<file path="src/rtl/gpio_bank_pkg.sv">
// Package: shared field positions, codes, base addresses and the per-pin
// configuration record for the GPIO register bank.
package gpio_bank_pkg;

    localparam int OWN_BASE   = 'h000;
    localparam int ROUTE_BASE = 'h010;
    localparam int CFG_BASE   = 'h100;
    localparam int CFG_STRIDE = 8;

    // First configuration word bit positions
    localparam int B_OUT  = 31;
    localparam int B_IN   = 30;
    localparam int B_TLVL = 4;
    localparam int B_TINV = 3;
    localparam int B_DIR  = 2;

    // Second configuration word bit positions
    localparam int B_SOFF = 2;

    localparam logic [1:0] USE_GPIO = 2'd1;
    localparam logic [1:0] PULL_DN  = 2'd1;
    localparam logic [1:0] PULL_UP  = 2'd2;

    typedef struct packed {
        logic       out_lvl;
        logic       trig_lvl;
        logic       trig_inv;
        logic       dir_in;
        logic [1:0] use_sel;
        logic       sense_off;
        logic [1:0] pull;
    } pin_cfg_t;

    localparam pin_cfg_t CFG_RESET = '{
        out_lvl: 1'b0, trig_lvl: 1'b0, trig_inv: 1'b0, dir_in: 1'b1,
        use_sel: 2'd0, sense_off: 1'b1, pull: 2'd0
    };

endpackage

</file>
<file path="src/rtl/gpio_bank_sync.sv">
// Two-flop synchronizer for the pad inputs.
// Assumes the inputs may be asynchronous to clk; resets to zero.
module gpio_bank_sync #(
    parameter int WIDTH = 95
) (
    input  logic             clk,
    input  logic             rst_n,
    input  logic [WIDTH-1:0] d,
    output logic [WIDTH-1:0] q
);

    logic [WIDTH-1:0] stage1;

    // Shift the raw inputs through two register stages
    always_ff @(posedge clk) begin
        if (!rst_n) begin
            stage1 <= '0;
            q      <= '0;
        end else begin
            stage1 <= d;
            q      <= stage1;
        end
    end

endmodule

</file>
<file path="src/rtl/gpio_bank_decode.sv">
// Address decoder: classifies a byte address into the ownership bitmap,
// the routing word or a per-pin configuration word. Bits 1:0 are ignored.
// Assumes ADDR_W is wide enough to reach the end of the per-pin area.
module gpio_bank_decode
    import gpio_bank_pkg::*;
#(
    parameter int NPINS  = 95,
    parameter int ADDR_W = 12,
    parameter int IDX_W  = 7,
    parameter int OW_W   = 2
) (
    input  logic [ADDR_W-1:0] addr,
    output logic              hit_own,
    output logic              hit_route,
    output logic              hit_cfg,
    output logic              cfg_second,
    output logic [OW_W-1:0]   own_word,
    output logic [IDX_W-1:0]  pin_idx
);

    localparam int OWN_WORDS = (NPINS + 31) / 32;
    localparam logic [ADDR_W-1:0] CFG_LO = ADDR_W'(CFG_BASE);
    localparam logic [ADDR_W-1:0] CFG_HI = ADDR_W'(CFG_BASE + NPINS * CFG_STRIDE);
    localparam logic [ADDR_W-1:0] OWN_W0 = ADDR_W'(OWN_BASE / 4);
    localparam logic [ADDR_W-1:0] OWN_WN = ADDR_W'(OWN_BASE / 4 + OWN_WORDS);
    localparam logic [ADDR_W-1:0] RT_W   = ADDR_W'(ROUTE_BASE / 4);

    logic [ADDR_W-1:0] word_addr;
    logic [ADDR_W-1:0] cfg_off;

    // Region classification and index extraction
    always_comb begin
        word_addr  = addr >> 2;
        cfg_off    = addr - CFG_LO;
        hit_own    = (word_addr >= OWN_W0) && (word_addr < OWN_WN);
        hit_route  = (word_addr == RT_W);
        hit_cfg    = (addr >= CFG_LO) && (addr < CFG_HI);
        cfg_second = cfg_off[2];
        own_word   = OW_W'(word_addr - OWN_W0);
        pin_idx    = IDX_W'(cfg_off >> 3);
    end

endmodule

</file>
<file path="src/rtl/gpio_bank_pin.sv">
// One pin: holds both configuration words, blocks trigger-field writes while
// the pin is reserved for firmware, and muxes pad controls between GPIO and
// native use. Assumes sense_in is already synchronized to clk.
module gpio_bank_pin
    import gpio_bank_pkg::*;
(
    input  logic        clk,
    input  logic        rst_n,
    input  logic        wr_w1,
    input  logic        wr_w2,
    input  logic [31:0] wdata,
    input  logic        owned,
    input  logic        sense_in,
    input  logic        native_out,
    input  logic        native_oe,
    output logic [31:0] word1,
    output logic [31:0] word2,
    output logic        pad_oe,
    output logic        pad_out,
    output logic        pad_pu,
    output logic        pad_pd
);

    pin_cfg_t cfg;
    logic     gpio_mode;

    // Configuration storage; trigger fields are writable only when released
    always_ff @(posedge clk) begin
        if (!rst_n) begin
            cfg <= CFG_RESET;
        end else begin
            if (wr_w1) begin
                cfg.out_lvl <= wdata[B_OUT];
                cfg.dir_in  <= wdata[B_DIR];
                cfg.use_sel <= wdata[1:0];
                if (owned) begin
                    cfg.trig_lvl <= wdata[B_TLVL];
                    cfg.trig_inv <= wdata[B_TINV];
                end
            end
            if (wr_w2) begin
                cfg.sense_off <= wdata[B_SOFF];
                cfg.pull      <= wdata[1:0];
            end
        end
    end

    // Read-back words assembled from the stored fields and the sampled input
    always_comb begin
        word1         = '0;
        word1[B_OUT]  = cfg.out_lvl;
        word1[B_IN]   = sense_in & ~cfg.sense_off;
        word1[B_TLVL] = cfg.trig_lvl;
        word1[B_TINV] = cfg.trig_inv;
        word1[B_DIR]  = cfg.dir_in;
        word1[1:0]    = cfg.use_sel;
        word2         = '0;
        word2[B_SOFF] = cfg.sense_off;
        word2[1:0]    = cfg.pull;
    end

    // Pad control selection between GPIO and native use
    always_comb begin
        gpio_mode = (cfg.use_sel == USE_GPIO);
        pad_oe    = gpio_mode ? ~cfg.dir_in : native_oe;
        pad_out   = gpio_mode ? cfg.out_lvl : native_out;
        pad_pu    = (cfg.pull == PULL_UP);
        pad_pd    = (cfg.pull == PULL_DN);
    end

endmodule

</file>
<file path="src/rtl/gpio_bank.sv">
// Top of the GPIO register bank: decoder, input synchronizer, ownership and
// routing bitmaps, one pin cell per pin and the combinational read mux.
// Assumes a single-cycle write strobe and a read that needs no handshake.
module gpio_bank
    import gpio_bank_pkg::*;
#(
    parameter int NPINS      = 95,
    parameter int ADDR_W     = 12,
    parameter int ROUTE_BITS = 16
) (
    input  logic              clk,
    input  logic              rst_n,
    input  logic [ADDR_W-1:0] bus_addr,
    input  logic              bus_we,
    input  logic [31:0]       bus_wdata,
    output logic [31:0]       bus_rdata,
    input  logic [NPINS-1:0]  pad_in,
    input  logic [NPINS-1:0]  native_out,
    input  logic [NPINS-1:0]  native_oe,
    output logic [NPINS-1:0]  pad_oe,
    output logic [NPINS-1:0]  pad_out,
    output logic [NPINS-1:0]  pad_pu,
    output logic [NPINS-1:0]  pad_pd
);

    localparam int IDX_W     = $clog2(NPINS);
    localparam int SLOTS     = 2 ** IDX_W;
    localparam int OWN_WORDS = (NPINS + 31) / 32;
    localparam int OW_W      = $clog2(OWN_WORDS + 1);

    logic              hit_own, hit_route, hit_cfg, cfg_second;
    logic [OW_W-1:0]   own_word;
    logic [IDX_W-1:0]  pin_idx;
    logic [NPINS-1:0]  pad_sync;
    logic [NPINS-1:0]  own_q;
    logic [ROUTE_BITS-1:0] route_q;
    logic [OWN_WORDS*32-1:0] own_pad;
    logic [31:0]       w1_arr [SLOTS];
    logic [31:0]       w2_arr [SLOTS];

    gpio_bank_decode #(
        .NPINS(NPINS), .ADDR_W(ADDR_W), .IDX_W(IDX_W), .OW_W(OW_W)
    ) u_dec (
        .addr(bus_addr), .hit_own(hit_own), .hit_route(hit_route),
        .hit_cfg(hit_cfg), .cfg_second(cfg_second),
        .own_word(own_word), .pin_idx(pin_idx)
    );

    gpio_bank_sync #(.WIDTH(NPINS)) u_sync (
        .clk(clk), .rst_n(rst_n), .d(pad_in), .q(pad_sync)
    );

    // Ownership bitmap: one bit per pin, written a 32-bit word at a time
    always_ff @(posedge clk) begin
        if (!rst_n) begin
            own_q <= '1;
        end else if (bus_we && hit_own) begin
            for (int i = 0; i < NPINS; i++) begin
                if (int'(own_word) == i / 32) own_q[i] <= bus_wdata[i % 32];
            end
        end
    end

    // Routing bitmap: only the low ROUTE_BITS bits exist
    always_ff @(posedge clk) begin
        if (!rst_n) route_q <= '1;
        else if (bus_we && hit_route) route_q <= bus_wdata[ROUTE_BITS-1:0];
    end

    // One cell per pin; unused index slots read as zero
    for (genvar p = 0; p < SLOTS; p++) begin : g_pin
        if (p < NPINS) begin : g_real
            gpio_bank_pin u_pin (
                .clk(clk), .rst_n(rst_n),
                .wr_w1(bus_we && hit_cfg && !cfg_second && pin_idx == IDX_W'(p)),
                .wr_w2(bus_we && hit_cfg &&  cfg_second && pin_idx == IDX_W'(p)),
                .wdata(bus_wdata), .owned(own_q[p]), .sense_in(pad_sync[p]),
                .native_out(native_out[p]), .native_oe(native_oe[p]),
                .word1(w1_arr[p]), .word2(w2_arr[p]),
                .pad_oe(pad_oe[p]), .pad_out(pad_out[p]),
                .pad_pu(pad_pu[p]), .pad_pd(pad_pd[p])
            );
        end else begin : g_none
            assign w1_arr[p] = '0;
            assign w2_arr[p] = '0;
        end
    end

    // Read mux over the mapped regions; everything else reads zero
    always_comb begin
        own_pad            = '0;
        own_pad[NPINS-1:0] = own_q;
        bus_rdata          = '0;
        if (hit_own)
            bus_rdata = own_pad[int'(own_word)*32 +: 32];
        else if (hit_route)
            bus_rdata[ROUTE_BITS-1:0] = route_q;
        else if (hit_cfg)
            bus_rdata = cfg_second ? w2_arr[pin_idx] : w1_arr[pin_idx];
    end

endmodule

</file>
<file path="config.mk">
export PLATFORM = sky130hd
export DESIGN_NAME = gpio_bank
export DESIGN_NICKNAME = d
export VERILOG_FILES = /design/src/rtl/gpio_bank_pkg.sv /design/src/rtl/gpio_bank_sync.sv /design/src/rtl/gpio_bank_decode.sv /design/src/rtl/gpio_bank_pin.sv /design/src/rtl/gpio_bank.sv
export SDC_FILE = /design/constraint.sdc
export NUM_CORES = 2
export LEC_CHECK = 0
export BUFFER_PORTS_ARGS = -buffer_cell sky130_fd_sc_hd__buf_2
export CAP_MARGIN = 20
export CORE_AREA = 2 2 446 781
export CTS_BUF_LIST = sky130_fd_sc_hd__clkbuf_8
export DETAILED_ROUTE_END_ITERATION = 6
export DIE_AREA = 0 0 448 783
export PLACE_DENSITY = 0.55
export SKIP_LAST_GASP = 1
export SLEW_MARGIN = 5
export SYNTH_ARGS = -nofsm -noshare
export SYNTH_HDL_FRONTEND = slang
export SYNTH_HIERARCHICAL = 1
export SYNTH_SLANG_ARGS = --single-unit
</file>
<file path="constraint.sdc">
create_clock -name clk -period 8.2 [get_ports clk]
set_input_delay 1.23 -clock clk [delete_from_list [all_inputs] [get_ports clk]]
set_output_delay 1.23 -clock clk [all_outputs]
set_load 0.1 [all_outputs]
</file>
==> metrics.md <==
| Metric | Value |
|---|---|
| Critical setup path kind | `input pin to output pin` |
| Worst Hold Class | `flip-flop to flip-flop` |
| Tcrit/Tclk final | `93.7%` |
| Failing checks | `slew limit` |
| Status | `finished with violations` |
| MaxCap Viol Count | `0` |
| CTS buffer count | `172` |
| Initial Util | `39.8%` |
| Htree depth | `4` |
| Worst hold start | `u_sync/stage1[20]` |
| Root buffer cell | `clkbuf_8` |
| Clock Path Buffers | `4` |
| TNS Setup | `0 ns` |
| DPL Wire Length | `317 mm` |
| Area contributors post-synth | `buf_4 (29%), mux4_2 (24%), dfxtp_1 (17%), mux2i_1 (8.2%), nor2b_1 (3.5%)` |
| Die Wd | `448 um` |
| RSZ-0062 raised after global routing | `false` |
| CTS tree | `yes` |
| Leak | `54.6 nW` |
| RR Endpoint | `g_pin[55].g_real.u_pin/word1[3]` |
| Final setup fails | `0` |
| # hold bufs at CTS | `0` |
| Top FF cell, synth | `dfxtp_1` |
| Die Span Y | `783 um` |
| EDFF count, synth | `0` |
| Period minus WS final | `7.68 ns` |
| Gpl congestion | `1.03` |
| Synth area leader | `buf_4` |
| Cell family with most CP delay | `compound AO/OA/AOI/OAI gates` |
| GR Util All Layers | `23.4%` |
| Total I/O pin count | `744` |
| Initial antenna violation count | `62` |
| VDD IR max | `0.132 mV` |
| Die area | `351,000 um^2` |
| PwrDens | `112 nW/um^2` |
| Hold path cells | `1` |
| Number of distinct library cells after synthesis | `88` |
| CP peak stage delay | `0.96 ns` |
| Syn_area_per_cell | `9.77 um^2` |
| Vias per cell | `4.63` |
| Vias in the first global route | `84,313` |
| Max-slew headroom | `-15.0%` |
| Flop2flop setup slack | `7.12 ns` |
| I/O Buffers | `743` |
| Cells along the critical path | `buf_12 -> buf_12 -> buf_4 -> mux4_2 -> mux2i_1 -> a22oi_1 -> o21ai_0 -> a211oi_1 -> nor4_1 -> a211oi_1 -> buf_4 -> buf_2` |
| Core Region | `345,000 um^2` |
| Placed cells | `18,685` |
| Tightest Pin Transition | `1.71 ns` |
| Worst r2r src | `own_q[55]` |
| Ys async rst share | `0%` |
| # rows | `286` |
| Wire per inst | `21.9 um` |
| Filler Cell Count | `36,089` |
| Fmax | `0.130 GHz` |
| Post-synthesis sequential area ratio | `16.9%` |
| Fraction of layout cells with a size suffix above 1 | `21.3%` |
| Flops & latches, synth | `1,156` |
| Initial DRC count | `5,941` |
| Post-DRT Antenna Nets | `0` |
| Area Overhead vs Synth | `-6.65%` |
| Worst Path Buf+Inv | `5` |
| Crit path DAT | `6.45 ns` |
| Grt ovf | `0` |
| Final Max Slew Viols | `2` |
| Final std cells w/o fill | `19,027` |
| Cells after Synth | `14,049` |
| YS warnings | `6` |
| Worst setup startpoint | `bus_addr[3]` |
| WL final | `416 mm` |
| # DRC | `0` |
| Hold_ws | `0.381 ns` |
| Worst Hold End | `u_sync/q[20]` |
| Clock latency on the worst-skew pair | `0.98 ns` |
| Top cell type's share of synthesized area | `28.8%` |
| CP max FO | `75` |
| Worst endpoint required time | `6.97 ns` |
| Pin count of the biggest net entering global routing | `232` |
| Hold Fails Final Rpt | `0` |
| CP startpoint kind | `input pin` |
| First-pass DRT Iterations | `6` |
| Critical path's slowest cell | `a211oi_1` |
| Cts repair resizes | `0` |
| CP Capture Type | `output pin` |
| # clock sinks | `1,156` |
| Setup repair bufs after CTS | `0` |
| Post-Syn Area | `137,000 um^2` |
| Reg clk slew, reported paths | `0.06 ns` |
| R2R depth | `2` |
| Fin nets | `14,601` |
| Vias post-DR | `88,066` |
| First-pass GRT wire length | `590 mm` |
| Clk_skew | `0.101 ns` |
sequential cells by signal, indices dropped and copies added (netlist names):
name,flops
u_sync/q,95
u_sync/stage1,95
g_pin.g_real.u_pin/word2,285
g_pin.g_real.u_pin/word1,570
route_q,16
own_q,95
cell families after synthesis:
kind of cell / count (synthesis) / share of synthesized area [%]
AOI/OAI and AO/OA: 1203 / 5.97
adders and majority gates: 3 / 0.0273
buffers and inverters: 6103 / 32.3
DFF: 1156 / 16.9
muxes: 2714 / 33.4
other: 95 / 0.260
and+or+nand+nor: 2775 / 11.2
power breakdown:
| group | leakage, nW | switching [mW] | internal, mW |
|---|---|---|---|
| registers | 9.36 | 0.0149 | 5.66 |
| clock network | 1.86 | 2.42 | 2.34 |
| logic | 43.4 | 2.34 | 1.64 |
| total | 54.6 | 4.78 | 9.64 |
how the worst max path moves through the flow:
stage | endpoint | cells after the start
after floorplan | bus_rdata[30] | 11
after global placement | bus_rdata[0] | 12
after detailed placement | bus_rdata[0] | 12
after CTS | bus_rdata[0] | 12
after global routing | bus_rdata[0] | 12
final | bus_rdata[0] | 12
metal layers:
layer / up-vias / global-route usage [%] / share of wire (%)
met1: 43683 / 24.5 / 35
met2: 3097 / 39.8 / 49
li1: 40121 / - / -
met4: 34 / 21.2 / 11
met5: - / 0.0557 / 0.056
met3: 1131 / 3.90 / 5.7
cell usage in the layout, fill, tap and decap left out, drive strengths merged, types with 33 or more instances in the layout:
master / Yosys / final
mux4: 1452 / 1452
nor2b: 773 / 773
mux2: 144 / 144
and2: 296 / 296
a211oi: 33 / 33
buf: 5773 / 1001
nand4: 218 / 218
dfxtp: 1156 / 1156
nand3: 184 / 184
inv: 107 / 157
a21oi: 186 / 186
o211ai: 48 / 48
a221oi: 55 / 55
nor2: 290 / 290
clkbuf: 222 / 213
diode: 0 / 46
conb: 95 / 5130
o22ai: 39 / 39
nand2b: 109 / 109
nand2: 789 / 789
a22o: 62 / 62
o21ai: 271 / 271
a22oi: 365 / 365
mux2i: 1118 / 1118
stage by stage:
| step | power [mW] | utilization [%] | setup slack (ns) | cell area, um^2 |
|---|---|---|---|---|
| finish | 14.4 | 37.2 | 0.519 | 128000 |
| global route | 15.0 | 37.1 | 0.743 | 128000 |
| CTS | 14.2 | 37.0 | 0.969 | 128000 |
| detailed placement | 9.51 | 36.1 | 0.987 | 125000 |
| global placement | 9.50 | 36.1 | 0.995 | 124000 |
| floorplan | 10.5 | - | 1.53 | 156000 |
cell usage after synthesis, types with 6 or more instances:
cell type and number:
or2_2 7, nor3_1 21, clkbuf_1 220, and2_4 68, buf_1 34, and2_1 227, a221o_1 28, dfxtp_1 1156
or3_1 6, a21oi_1 186, a21o_1 10, nand2b_4 95, mux2i_1 1118, nand3_1 184, a211oi_1 31, and3_1 24
a22oi_1 365, o2111ai_1 18, conb_1 95, nand2b_1 14, a221oi_1 54, nor2b_1 773, o22ai_1 39, mux2_4 95
a22o_1 62, o211a_1 7, a41oi_1 7, mux4_2 1452, buf_2 319, buf_6 155, inv_1 104, o21ai_0 79
nor4_1 26, a31oi_1 9, o21ai_1 192, o2bb2ai_1 9, o221ai_1 9, buf_4 5259, nor2_1 286, o211ai_1 48
nand2_1 789, nand4_1 218, mux2_2 49
layout make-up:
type / instances / area, um^2 / area share [%]
sequential: 1156 / 23100 / 18.1
multi-input combinational: 11825 / 88900 / 69.4
antenna: 46 / 115 / 0.0898
inverter: 108 / 415 / 0.324
clock inverter: 70 / 359 / 0.280
timing repair buffer: 1003 / 6500 / 5.08
tap: 4608 / 5770 / 4.50
clock buffer: 211 / 2900 / 2.27
No activity file was read; power rests on OpenSTA's default activity.
